**src/rtl/dtc_pkg.sv**
```systemverilog
package dtc_pkg;

    localparam int NCH    = 2;
    localparam int ADDR_W = 3;

    typedef enum logic [ADDR_W-1:0] {
        SEL_COUNT = 3'd0,
        SEL_CMP_A = 3'd1,
        SEL_CMP_B = 3'd2,
        SEL_CTRL  = 3'd3,
        SEL_FLAGS = 3'd4
    } reg_sel_e;

    // control register: enables in the low bits, toggle modes above
    typedef struct packed {
        logic [NCH-1:0] tgl;
        logic [NCH-1:0] ie;
    } ctrl_t;

    typedef struct packed {
        logic           cnt_we;
        logic [NCH-1:0] cmp_we;
        logic           ctrl_we;
        logic           flag_we;
    } wr_dec_t;

    function automatic wr_dec_t decode_wr(input logic wr, input logic [ADDR_W-1:0] addr);
        wr_dec_t d;
        d.cnt_we    = wr && (addr == SEL_COUNT);
        d.cmp_we[0] = wr && (addr == SEL_CMP_A);
        d.cmp_we[1] = wr && (addr == SEL_CMP_B);
        d.ctrl_we   = wr && (addr == SEL_CTRL);
        d.flag_we   = wr && (addr == SEL_FLAGS);
        return d;
    endfunction

endpackage

```
**src/rtl/dtc_counter.sv**
```systemverilog
module dtc_counter
    import dtc_pkg::*;
#(
    parameter int W = 8
) (
    input  logic         clk,
    input  logic         rst,
    input  logic         tick,
    input  logic         load,
    input  logic [W-1:0] load_val,
    output logic [W-1:0] count,
    output logic         blocked
);

    logic [W-1:0] cnt_q;
    logic         blk_q;

    always_ff @(posedge clk) begin
        if (rst) begin
            cnt_q <= '0;
            blk_q <= 1'b0;
        end else if (load) begin
            // host write wins over a coincident tick
            cnt_q <= load_val;
            blk_q <= 1'b1;
        end else if (tick) begin
            cnt_q <= cnt_q + 1'b1;
            blk_q <= 1'b0;
        end
    end

    assign count   = cnt_q;
    assign blocked = blk_q;

    a_r1_count_reset: assert property (@(posedge clk) rst |=> cnt_q == '0);

    a_r2_count_step: assert property (@(posedge clk) disable iff (rst)
        (tick && !load) |=> cnt_q == W'($past(cnt_q) + 1'b1));

    a_r2_count_hold: assert property (@(posedge clk) disable iff (rst)
        (!tick && !load) |=> $stable(cnt_q));

    a_r3_count_load: assert property (@(posedge clk) disable iff (rst)
        load |=> (cnt_q == $past(load_val)) && blk_q);

endmodule

```
**src/rtl/dtc_channel.sv**
```systemverilog
module dtc_channel
    import dtc_pkg::*;
#(
    parameter int W = 8
) (
    input  logic         clk,
    input  logic         rst,
    input  logic         tick,
    input  logic         blocked,
    input  logic [W-1:0] count,
    input  logic [W-1:0] cmp,
    input  logic         clr,
    input  logic         tgl_en,
    input  logic         ie,
    output logic         flag,
    output logic         wave,
    output logic         irq
);

    logic hit;
    logic flag_q;
    logic wave_q;

    assign hit = tick && !blocked && (count == cmp);

    always_ff @(posedge clk) begin
        if (rst) begin
            flag_q <= 1'b0;
            wave_q <= 1'b0;
        end else begin
            if (hit)
                flag_q <= 1'b1;   // set beats clear
            else if (clr)
                flag_q <= 1'b0;
            if (hit && tgl_en)
                wave_q <= ~wave_q;
        end
    end

    assign flag = flag_q;
    assign wave = wave_q;
    assign irq  = flag_q & ie;

    a_r5_flag_sticky: assert property (@(posedge clk) disable iff (rst)
        (flag_q && !clr) |=> flag_q);

    a_r8_wave_hold: assert property (@(posedge clk) disable iff (rst)
        !tgl_en |=> $stable(wave_q));

    a_r9_blocked_quiet: assert property (@(posedge clk) disable iff (rst)
        (tick && blocked) |=> !$rose(flag_q) && $stable(wave_q));

endmodule

```
**src/rtl/dtc_regfile.sv**
```systemverilog
module dtc_regfile
    import dtc_pkg::*;
#(
    parameter int W = 8
) (
    input  logic                    clk,
    input  logic                    rst,
    input  wr_dec_t                 dec,
    input  logic [W-1:0]            wdata,
    input  logic [ADDR_W-1:0]       addr,
    input  logic [W-1:0]            count,
    input  logic [NCH-1:0]          flags,
    output logic [NCH-1:0][W-1:0]   cmp,
    output ctrl_t                   ctrl,
    output logic [W-1:0]            rdata
);

    localparam int CTRL_W = $bits(ctrl_t);

    for (genvar i = 0; i < NCH; i++) begin : g_cmp
        logic [W-1:0] cmp_q;
        always_ff @(posedge clk) begin
            if (rst)
                cmp_q <= '0;
            else if (dec.cmp_we[i])
                cmp_q <= wdata;
        end
        assign cmp[i] = cmp_q;

        a_r4_cmp_load: assert property (@(posedge clk) disable iff (rst)
            dec.cmp_we[i] |=> cmp_q == $past(wdata));
    end

    ctrl_t ctrl_q;
    always_ff @(posedge clk) begin
        if (rst)
            ctrl_q <= '0;
        else if (dec.ctrl_we)
            ctrl_q <= ctrl_t'(wdata[CTRL_W-1:0]);
    end
    assign ctrl = ctrl_q;

    always_comb begin
        rdata = '0;
        case (reg_sel_e'(addr))
            SEL_COUNT: rdata = count;
            SEL_CMP_A: rdata = cmp[0];
            SEL_CMP_B: rdata = cmp[1];
            SEL_CTRL:  rdata[CTRL_W-1:0] = ctrl_q;
            SEL_FLAGS: rdata[NCH-1:0] = flags;
            default:   rdata = '0;
        endcase
    end

endmodule

```
**src/rtl/dual_cmp_timer.sv**
```systemverilog
module dual_cmp_timer
    import dtc_pkg::*;
#(
    parameter int W = 8
) (
    input  logic              clk,
    input  logic              rst,
    input  logic              tick,
    input  logic              bus_wr,
    input  logic [ADDR_W-1:0] bus_addr,
    input  logic [W-1:0]      bus_wdata,
    output logic [W-1:0]      bus_rdata,
    output logic [NCH-1:0]    irq,
    output logic [NCH-1:0]    wave
);

    wr_dec_t              dec;
    logic [W-1:0]         count;
    logic                 blocked;
    logic [NCH-1:0][W-1:0] cmp;
    ctrl_t                ctrl;
    logic [NCH-1:0]       flags;
    logic [NCH-1:0]       clr;

    assign dec = decode_wr(bus_wr, bus_addr);
    assign clr = {NCH{dec.flag_we}} & bus_wdata[NCH-1:0];

    dtc_counter #(.W(W)) u_counter (
        .clk      (clk),
        .rst      (rst),
        .tick     (tick),
        .load     (dec.cnt_we),
        .load_val (bus_wdata),
        .count    (count),
        .blocked  (blocked)
    );

    dtc_regfile #(.W(W)) u_regs (
        .clk   (clk),
        .rst   (rst),
        .dec   (dec),
        .wdata (bus_wdata),
        .addr  (bus_addr),
        .count (count),
        .flags (flags),
        .cmp   (cmp),
        .ctrl  (ctrl),
        .rdata (bus_rdata)
    );

    for (genvar i = 0; i < NCH; i++) begin : g_ch
        dtc_channel #(.W(W)) u_ch (
            .clk     (clk),
            .rst     (rst),
            .tick    (tick),
            .blocked (blocked),
            .count   (count),
            .cmp     (cmp[i]),
            .clr     (clr[i]),
            .tgl_en  (ctrl.tgl[i]),
            .ie      (ctrl.ie[i]),
            .flag    (flags[i]),
            .wave    (wave[i]),
            .irq     (irq[i])
        );
    end

    a_r7_irq_needs_flag: assert property (@(posedge clk) disable iff (rst)
        ((irq & ~flags) == '0));

endmodule

```
**config.mk**
```make
export PLATFORM = sky130hd
export DESIGN_NAME = dual_cmp_timer
export DESIGN_NICKNAME = d
export VERILOG_FILES = /design/src/rtl/dtc_pkg.sv /design/src/rtl/dtc_counter.sv /design/src/rtl/dtc_channel.sv /design/src/rtl/dtc_regfile.sv /design/src/rtl/dual_cmp_timer.sv
export SDC_FILE = /design/constraint.sdc
export NUM_CORES = 1
export LEC_CHECK = 0
export ABC_AREA = 1
export CAP_MARGIN = 25
export CORE_ASPECT_RATIO = 2
export CORE_MARGIN = 3
export CORE_UTILIZATION = 35
export CTS_BUF_LIST = sky130_fd_sc_hd__clkbuf_4 sky130_fd_sc_hd__clkbuf_8
export DETAILED_ROUTE_END_ITERATION = 10
export PLACE_DENSITY_LB_ADDON = 0.2
export SLEW_MARGIN = 10
export SYNTH_ARGS = -nofsm -noshare
export SYNTH_HDL_FRONTEND = slang
export SYNTH_SLANG_ARGS = --single-unit
```
**constraint.sdc**
```tcl
create_clock -name clk -period 1.6 [get_ports clk]
set_input_delay 0.4 -clock clk [delete_from_list [all_inputs] [get_ports clk]]
set_output_delay 0.4 -clock clk [all_outputs]
set_load 0.05 [all_outputs]
```
* After elaboration in Yosys (flattened, before gate mapping)
Cells that the tools add are included.
** Word-level totals
- Register bits :: 33
- Bits of input ports :: 15
- Output and inout bits :: 12
- Word-level logic and storage cells :: 48
** Operators by class
- Add/sub/neg operators :: 1
- Eq/ne operators :: 6
- Multiplexer cells :: 11
- Bitwise gates (word level) :: 5
- Reductions and logical operators :: 15
** Operators with widths (number)
- 8-bit equality test :: 2
- 8-bit 2-to-1 mux :: 2
- 4-bit one-hot mux with 3 select lines :: 1
- 1-bit logical AND :: 10
- 2-bit one-hot mux with 5 select lines :: 1
- 8-bit by 1-bit adder with 8-bit output, second input constant :: 1
- 2-bit one-hot mux with 4 select lines :: 1
- 3-bit by 2-bit equality test with 1-bit output, second input constant :: 2
- 1-bit 2-to-1 mux :: 6
- 2-bit nonzero test :: 3
- 3-bit by 1-bit equality test with 1-bit output, second input constant :: 1
- 3-bit equality test, second input constant :: 1
- 3-bit zero test :: 1
- 1-bit bitwise AND :: 2
- 2-bit bitwise AND :: 1
- 1-bit NOT :: 2
- 1-bit zero test :: 1

* Logic depth before layout (Yosys ltp)
Gate-level depths: netlist (run 1).
- Word-level depth :: 5
- Mapped depth :: 10
- Gate-level depth less buffers :: 10

* Modules after synthesis
Synthesis (run 1) repeated with hierarchy kept, for this count alone.
** Second synthesis, totals
- Cell total of the unflattened synthesis :: 346
- Area, all modules :: 2089.5 um^2
** Modules (own cells, without submodules)
- dtc_regfile :: times used 1, cells each 142, area an instance 957.2 um^2, seq. area each 400.4 um^2
- dtc_channel :: times used 2, cells each 55, area an instance 266.5 um^2, seq. area each 40.0 um^2
- dtc_counter :: times used 1, cells each 75, area an instance 520.5 um^2, seq. area each 180.2 um^2
- dual_cmp_timer :: times used 1, cells each 19, area an instance 78.8 um^2, seq. area each 0.0 um^2

* Worst setup path before layout (run 1)
Ideal clock, no wire load.
- Path kind :: input -> output
- From :: in bus_addr[1]
- To :: out bus_rdata[1]
- Arrival :: 1.722 ns
- Required time :: 1.200 ns
- Path slack :: -0.522 ns
- Stages :: 4
- Path buffers :: 0
- Cell sequence :: inv_1 > nor2_2 > nand2_2 > o21ai_0
** On the way
- Word-level cells in the longest chain between the ends :: 2
- Elaborated cells on any way between the ends :: 6
- Classes of those cells :: eq/ne (4); mux (1); reduce/logical (1)
** RTL lines
- start: declaration :: RTL line dual_cmp_timer.sv:10 : input logic [ADDR_W-1:0] bus_addr,
- 3-bit equality test, or another cell as far along :: RTL line dtc_regfile.sv:45 : case (reg_sel_e'(addr))
- 2-bit one-hot mux with 5 select lines (*) :: RTL line dtc_regfile.sv:45
- end: declaration :: RTL line dual_cmp_timer.sv:12 : output logic [W-1:0] bus_rdata,
Mark *: on every way between the ends. The rest lies on a longest branch, timed or not.

* Final worst setup path (run 1)
- From :: in bus_addr[1]
- To :: out bus_rdata[6]
** On the way
- Word-level cells in the longest chain between the ends :: 2
- Elaborated cells on any way between the ends :: 4
- Classes of those cells :: eq/ne (2); mux (1); reduce/logical (1)
** RTL lines (RTL line)
- 3-bit by 2-bit equality test with 1-bit output, or another cell as far along :: dtc_regfile.sv:45
- 4-bit one-hot mux with 3 select lines (*) :: dtc_regfile.sv:45
Marks and branches as above.

==> impl_metrics.yaml, run 1 <==
clock_tree:
  ctsLongestPathBuffers: 2
  cts_tree: "built"
  root_buffer: "clkbuf_8"
  clock_latency_ps: 280
  clk_pin_slew_ps: 70
  htreeDepth: 2
  numCtsBuffers: 5
  numClockSinks: 33
  cts_setup_buffers: 0
  hold_buffers: 0
finish:
  fin_nets: 374
  final-seq-area_um2: 661
  final.fill_count: 542
  post-route-util: 0.510
  diodes: 0
  syn2layout_area_growth_pct: 39.7
  multi_input_area_um2: 1130
  layout-drive-gt1-share: 0.259
  layout.cells.non_filler: 419
floorplanning:
  die_w_um: 59.4
  dieArea_um2: 6700
  start_util: 0.365
  top_level_ports: 27
  core-area_um2: 5470
  rows: 38
  die_y_um: 113
placed_design:
  place_congestion: 0.913
  port_buffers: 26
  dp_hpwl_um: 4850
  dpl.cell_count: 411
  dpl_worst_slack_ps: -631
global_routing:
  antenna_found_initial: 0
  track_usage: 0.202
  overflow: 0
  grt_pass1_wl_um: 10200
  grt_max_degree: 28
  grt_pass1_vias: 2195
sta:
  hold_viol: 0
  slew_headroom: 0.771
  setup_tns_ps: -1030
  setup_viol: 8
  drv_slew: 0
  min_period_over_period: 1.11
  min_period_ps: 1780
  finClkSkew_ps: 3.30
  fmaxAchievable_ghz: 0.563
  max_slew.worst_pin.slew_ps: 343
  rsz0062_at_grt: "true"
  timing.final.ws_setup_ps: -178
pwr:
  sw_frac_of_total: 0.296
  pwr-share-comb: 0.220
  pwr_density_cell_nw_per_um2: 714
  p_int_uw: 1400
  switching_power_uw: 590
  ir_worst_vdd_uv: 390
  power_frac_seq: 0.444
  p_leak_uw: 0.00127
  p_total_uw: 1990
  pwr-share-clk: 0.336
logic_synthesis:
  synth_nets: 320
  ys_warn_count: 0
  yosysSeqAreaShare: 0.331
  syn_inst: 304
  synth_area_leaders: "dfxtp_1 (33%), nand2_1 (13%), inv_1 (8.1%)"
  synth_top_area_frac: 0.331
  yosys.area.top_type: "dfxtp_1"
  syn_area_um2: 2000
  syn_avg_cell_area_um2: 6.56
  yosys_register_bits: 33
  synth.distinct_cells: 33
route:
  first_iter_violations: 120
  first_pass_iters: 5
  drtAntennaViolNets: 0
  wire_per_inst_um: 15.0
  vias: 2128
  drt_wl_total_um: 6280
  drc: 0
  vias_per_cell: 5.08
setup_path:
  critPathCaptureType: "output pin"
  worstSetupStartpointType: "input port"
  criticalPathCategory: "input port to output pin"
  cp_max_fo: 7
  required_ps: 1200
  crit_arrival_ps: 1380
status:
  failed_checks: "negative setup slack"
  outcome: "finished, violations left"
job:
  maxCapViolCount: 0
hold_path:
  min-delay-path-class: "flip-flop to flip-flop"
metal layers:
| layer | up-vias | share of wire | track usage |
|---|---|---|---|
| li1 | 1085 | - | - |
| met1 | 953 | 0.37 | 0.208 |
| met2 | 65 | 0.54 | 0.362 |
| met3 | 25 | 0.037 | 0.0274 |
| met4 | 0 | 0.054 | 0.129 |
| met5 | - | 0 | 0 |
flip-flops by register name, summed over array words and instances, names as in the netlist:
signal              flops
g_ch.u_ch.flag          2
g_ch.u_ch.wave          2
u_counter.blocked       1
u_counter.count         8
u_regs.ctrl             4
u_regs.g_cmp.cmp_q     16
power groups by stage:
stage / Clock [µW] / Combinational, µW / Sequential, µW
5_1_grt: 712 / 481 / 887
3_5_place_dp: 0 / 419 / 902
2_1_floorplan: 0 / 226 / 894
6_report: 669 / 437 / 884
4_1_cts: 688 / 431 / 883
3_3_place_gp: 0 / 415 / 901
layout make-up:
type / count / share of cell area
Multi-Input combinational cell: 210 / 0.407
Sequential cell: 33 / 0.237
Timing Repair Buffer: 58 / 0.227
Inverter: 50 / 0.0691
Clock buffer: 8 / 0.0328
Tap cell: 60 / 0.0269
cell usage in the layout, fill, tap and decap left out:
cell and n:
xor2_1 5, nand2_1 68, nand2_2 6, o211ai_1 1, nor2_1 33, buf_12 13, nor2_2 2, nand4_1 5
o221ai_1 1, o21ai_0 21, clkdlybuf4s50_1 11, o221ai_2 6, a31oi_1 1, ha_1 1, a21oi_1 27, nand3_2 2
xnor2_1 1, clkbuf_4 4, buf_4 29, nand3_1 11, o22ai_1 1, buf_2 1, a211oi_2 1, o21ai_1 6
nor3_2 1, clkbuf_8 5, inv_4 2, nand2_4 2, o21ai_2 1, dfxtp_1 33, buf_6 3, nor2_8 1
inv_2 8, inv_1 40, nor2_4 3, o211ai_2 1, a22oi_2 2
cells in the mapped netlist:
library cell  number
a21oi_1           27
buf_2              2
nand4_1            5
a31oi_1            1
clkbuf_1           1
inv_2              6
clkbuf_2           1
a22oi_1            2
nor2_8             1
dfxtp_1           33
nand2_1           71
nand2_4            2
o211ai_1           1
buf_4              5
xor2_1             5
ha_1               1
o21ai_0           23
inv_4              1
nor2_4             1
nor3_2             1
o21ai_1            5
nor2_2             4
nand3_1           11
nor2_1            33
inv_1             43
o22ai_1            1
nand3_2            2
o211ai_2           1
o221ai_1           7
a211oi_2           1
xnor2_1            1
buf_6              2
nand2_2            3
critical path, stage by stage:
cell      delay [ps]
buf_6            100
buf_6            110
nor2_4           140
nand2_4          130
o221ai_2         230
buf_4            150
buf_12           120
logic make-up (layout without fill, tap and decap cells):
| kind of cell | Yosys count | in the layout | share of synthesized area |
|---|---|---|---|
| xor+xnor | 6 | 6 | 0.0263 |
| compound gates | 69 | 69 | 0.199 |
| buf+inv | 61 | 116 | 0.135 |
| simple gates | 134 | 134 | 0.303 |
| fa+ha+maj | 1 | 1 | 0.00627 |
| flops | 33 | 33 | 0.331 |
path summary, 6_finish.rpt:
kind	cells after the start	startpoint	endpoint	slack, ps
worst min register to register	2	u_regs.ctrl[0]	u_regs.ctrl[0]	490
worst max-delay path	7	bus_addr[1]	bus_rdata[6]	-180
worst min-delay path	2	u_regs.ctrl[0]	u_regs.ctrl[0]	490
worst max register to register	8	u_counter.count[7]	g_ch[1].u_ch.wave	160
through the flow:
step                area (µm²)  hold WS (ps)
floorplan                 2000           439
global placement          2630           466
detailed placement        2630           469
CTS                       2770           482
global route              2790           511
finish                    2790           489
repair_timing:
action | 4_1_cts | 5_1_grt
pin swaps | 4 | 0
cloned | 0 | 0
setup endpoints to repair | 34 | 9
resized for setup | 28 | 6
No activity file was read; power rests on OpenSTA's default activity.
==> run 2: changes to the inputs <==
--- a/config.mk
+++ b/config.mk
@@ -9,7 +9,7 @@
 export CAP_MARGIN = 25
 export CORE_ASPECT_RATIO = 2
 export CORE_MARGIN = 3
-export CORE_UTILIZATION = 35
+export CORE_UTILIZATION = 55
 export CTS_BUF_LIST = sky130_fd_sc_hd__clkbuf_4 sky130_fd_sc_hd__clkbuf_8
 export DETAILED_ROUTE_END_ITERATION = 10
 export PLACE_DENSITY_LB_ADDON = 0.2
@@ -17,3 +17,4 @@
 export SYNTH_ARGS = -nofsm -noshare
 export SYNTH_HDL_FRONTEND = slang
 export SYNTH_SLANG_ARGS = --single-unit
+export TNS_END_PERCENT = 20
==> run 2 against run 1 <==
  * The run still ends with negative setup slack left
  * Setup slack worse by 72 ps
  * First-iteration DRC count decreased by 36%
  * Critical path depth unchanged
  * Design area grew 1.7%
  * Clock power is 26% higher
  * Critical path type unchanged
  * Highest routed layer unchanged
==> impl_metrics.yaml, run 2 (same netlist as run 1, synthesis figures left out) <==
status:
  outcome: "finished, violations left"
  failed_checks: "negative setup slack"
clock_tree:
  cts_tree: "built"
  hold_buffers: 0
  root_buffer: "clkbuf_8"
  numClockSinks: 33
  clk_pin_slew_ps: 60
  ctsLongestPathBuffers: 2
  numCtsBuffers: 5
  htreeDepth: 2
  clock_latency_ps: 300
placed_design:
  port_buffers: 26
  dpl.cell_count: 396
  place_congestion: 0.905
  dp_hpwl_um: 4590
route:
  first_pass_iters: 5
  drc: 0
  drtAntennaViolNets: 0
  first_iter_violations: 77
  drt_wl_total_um: 6440
  wire_per_inst_um: 15.8
  vias: 2252
  vias_per_cell: 5.53
sta:
  rsz0062_at_grt: "true"
  slew_headroom: 0.787
  timing.final.ws_setup_ps: -249
  max_slew.worst_pin.slew_ps: 320
  min_period_ps: 1850
  setup_tns_ps: -1700
  finalHoldWorstSlack_ps: 499
  setup_viol: 8
  min_period_over_period: 1.16
  finClkSkew_ps: 6.48
  drv_slew: 0
  hold_viol: 0
  fmaxAchievable_ghz: 0.541
global_routing:
  grt_pass1_wl_um: 10600
  grtUsageMet3: 0.0509
  antenna_found_initial: 0
  grtUsageMet2: 0.577
  grt_pass1_vias: 2307
  overflow: 0
  track_usage: 0.317
  grt_use_met1: 0.302
  top_usage_layer: "met2"
  grt_max_degree: 22
floorplanning:
  top_level_ports: 27
  start_util: 0.578
  dieArea_um2: 4430
  die_y_um: 91.2
  die_w_um: 48.6
  core-area_um2: 3450
  rows: 30
finish:
  largest_reg_flops: 16
  layout-drive-gt1-share: 0.256
  syn2layout_area_growth_pct: 42.2
  regMostFlops: "u_regs.g_cmp.cmp_q"
  most-common-layout-cells: "nand2_1 (70), inv_1 (41), dfxtp_1 (33)"
  fin_nets: 374
  post-route-util: 0.822
  layout.cells.non_filler: 407
  diodes: 0
  final_common_cell: "nand2_1"
setup_path:
  crit_arrival_ps: 1450
  crit_start: "bus_addr[1]"
  required_ps: 1200
  critPathCaptureType: "output pin"
  worstSetupStartpointType: "input port"
  cp_max_fo: 7
  regToRegStartpoint: "u_counter.count[7]"
  criticalPathCategory: "input port to output pin"
pwr:
  p_total_uw: 2180
  ir_worst_vdd_uv: 730
  pwr_density_cell_nw_per_um2: 769
  p_leak_uw: 0.00129
hold_path:
  min-delay-path-class: "flip-flop to flip-flop"
  holdCritStartpoint: "u_regs.ctrl[0]"
job:
  maxCapViolCount: 0
==> run 2: worst paths after layout <==
| check | end | slack [ps] | cells after the start |
|---|---|---|---|
| hold / removal | u_regs.ctrl[0] | 500 | 2 |
| hold reg to reg | u_regs.ctrl[0] | 500 | 2 |
| setup / recovery | bus_rdata[4] | -250 | 7 |
| setup reg to reg | g_ch[1].u_ch.wave | 180 | 8 |
==> run 2: power breakdown <==
group          internal, µW  switching [µW]  total (µW)  leakage (µW)
registers               856            30.4         886      0.000268
clock network           525             321         846     0.0000619
logic                   185             264         449      0.000956
==> run 2: metal layers <==
metal,vias to the layer above,share of wire
met5,-,0
met4,0,0.064
met3,32,0.058
met2,108,0.54
met1,1029,0.33
li1,1083,-
==> run 2: what timing repair did <==
item,in CTS,in global routing
setup endpoints to repair,23,8
hold endpoints to repair,0,0
gates resized for setup,40,4
setup buffers,1,1
gates cloned,1,0
pin swaps,6,5
==> run 2: worst max-delay path: stages <==
cell and delay [ps]:
buf_6 90, buf_6 110, nor2_4 190, nand2_4 160
o221ai_2 220, buf_4 150, buf_12 120
==> run 2: stage by stage <==
step	setup WS [ps]	instance area, µm²
3_5_place_dp	-615	2570
3_3_place_gp	-597	2570
6_report	-249	2840
5_1_grt	-279	2840
2_1_floorplan	-292	2000
4_1_cts	-226	2820
==> run 2: layout make-up <==
| class | instances | area, µm² |
|---|---|---|
| clock buffers | 7 | 90.1 |
| clock inverters | 1 | 30.0 |
| fillers | 258 | 616 |
| inverters | 50 | 198 |
| multi-input cells | 211 | 1170 |
| flip-flops and latches | 33 | 661 |
| well taps | 48 | 60.1 |
| repair buffers | 57 | 626 |
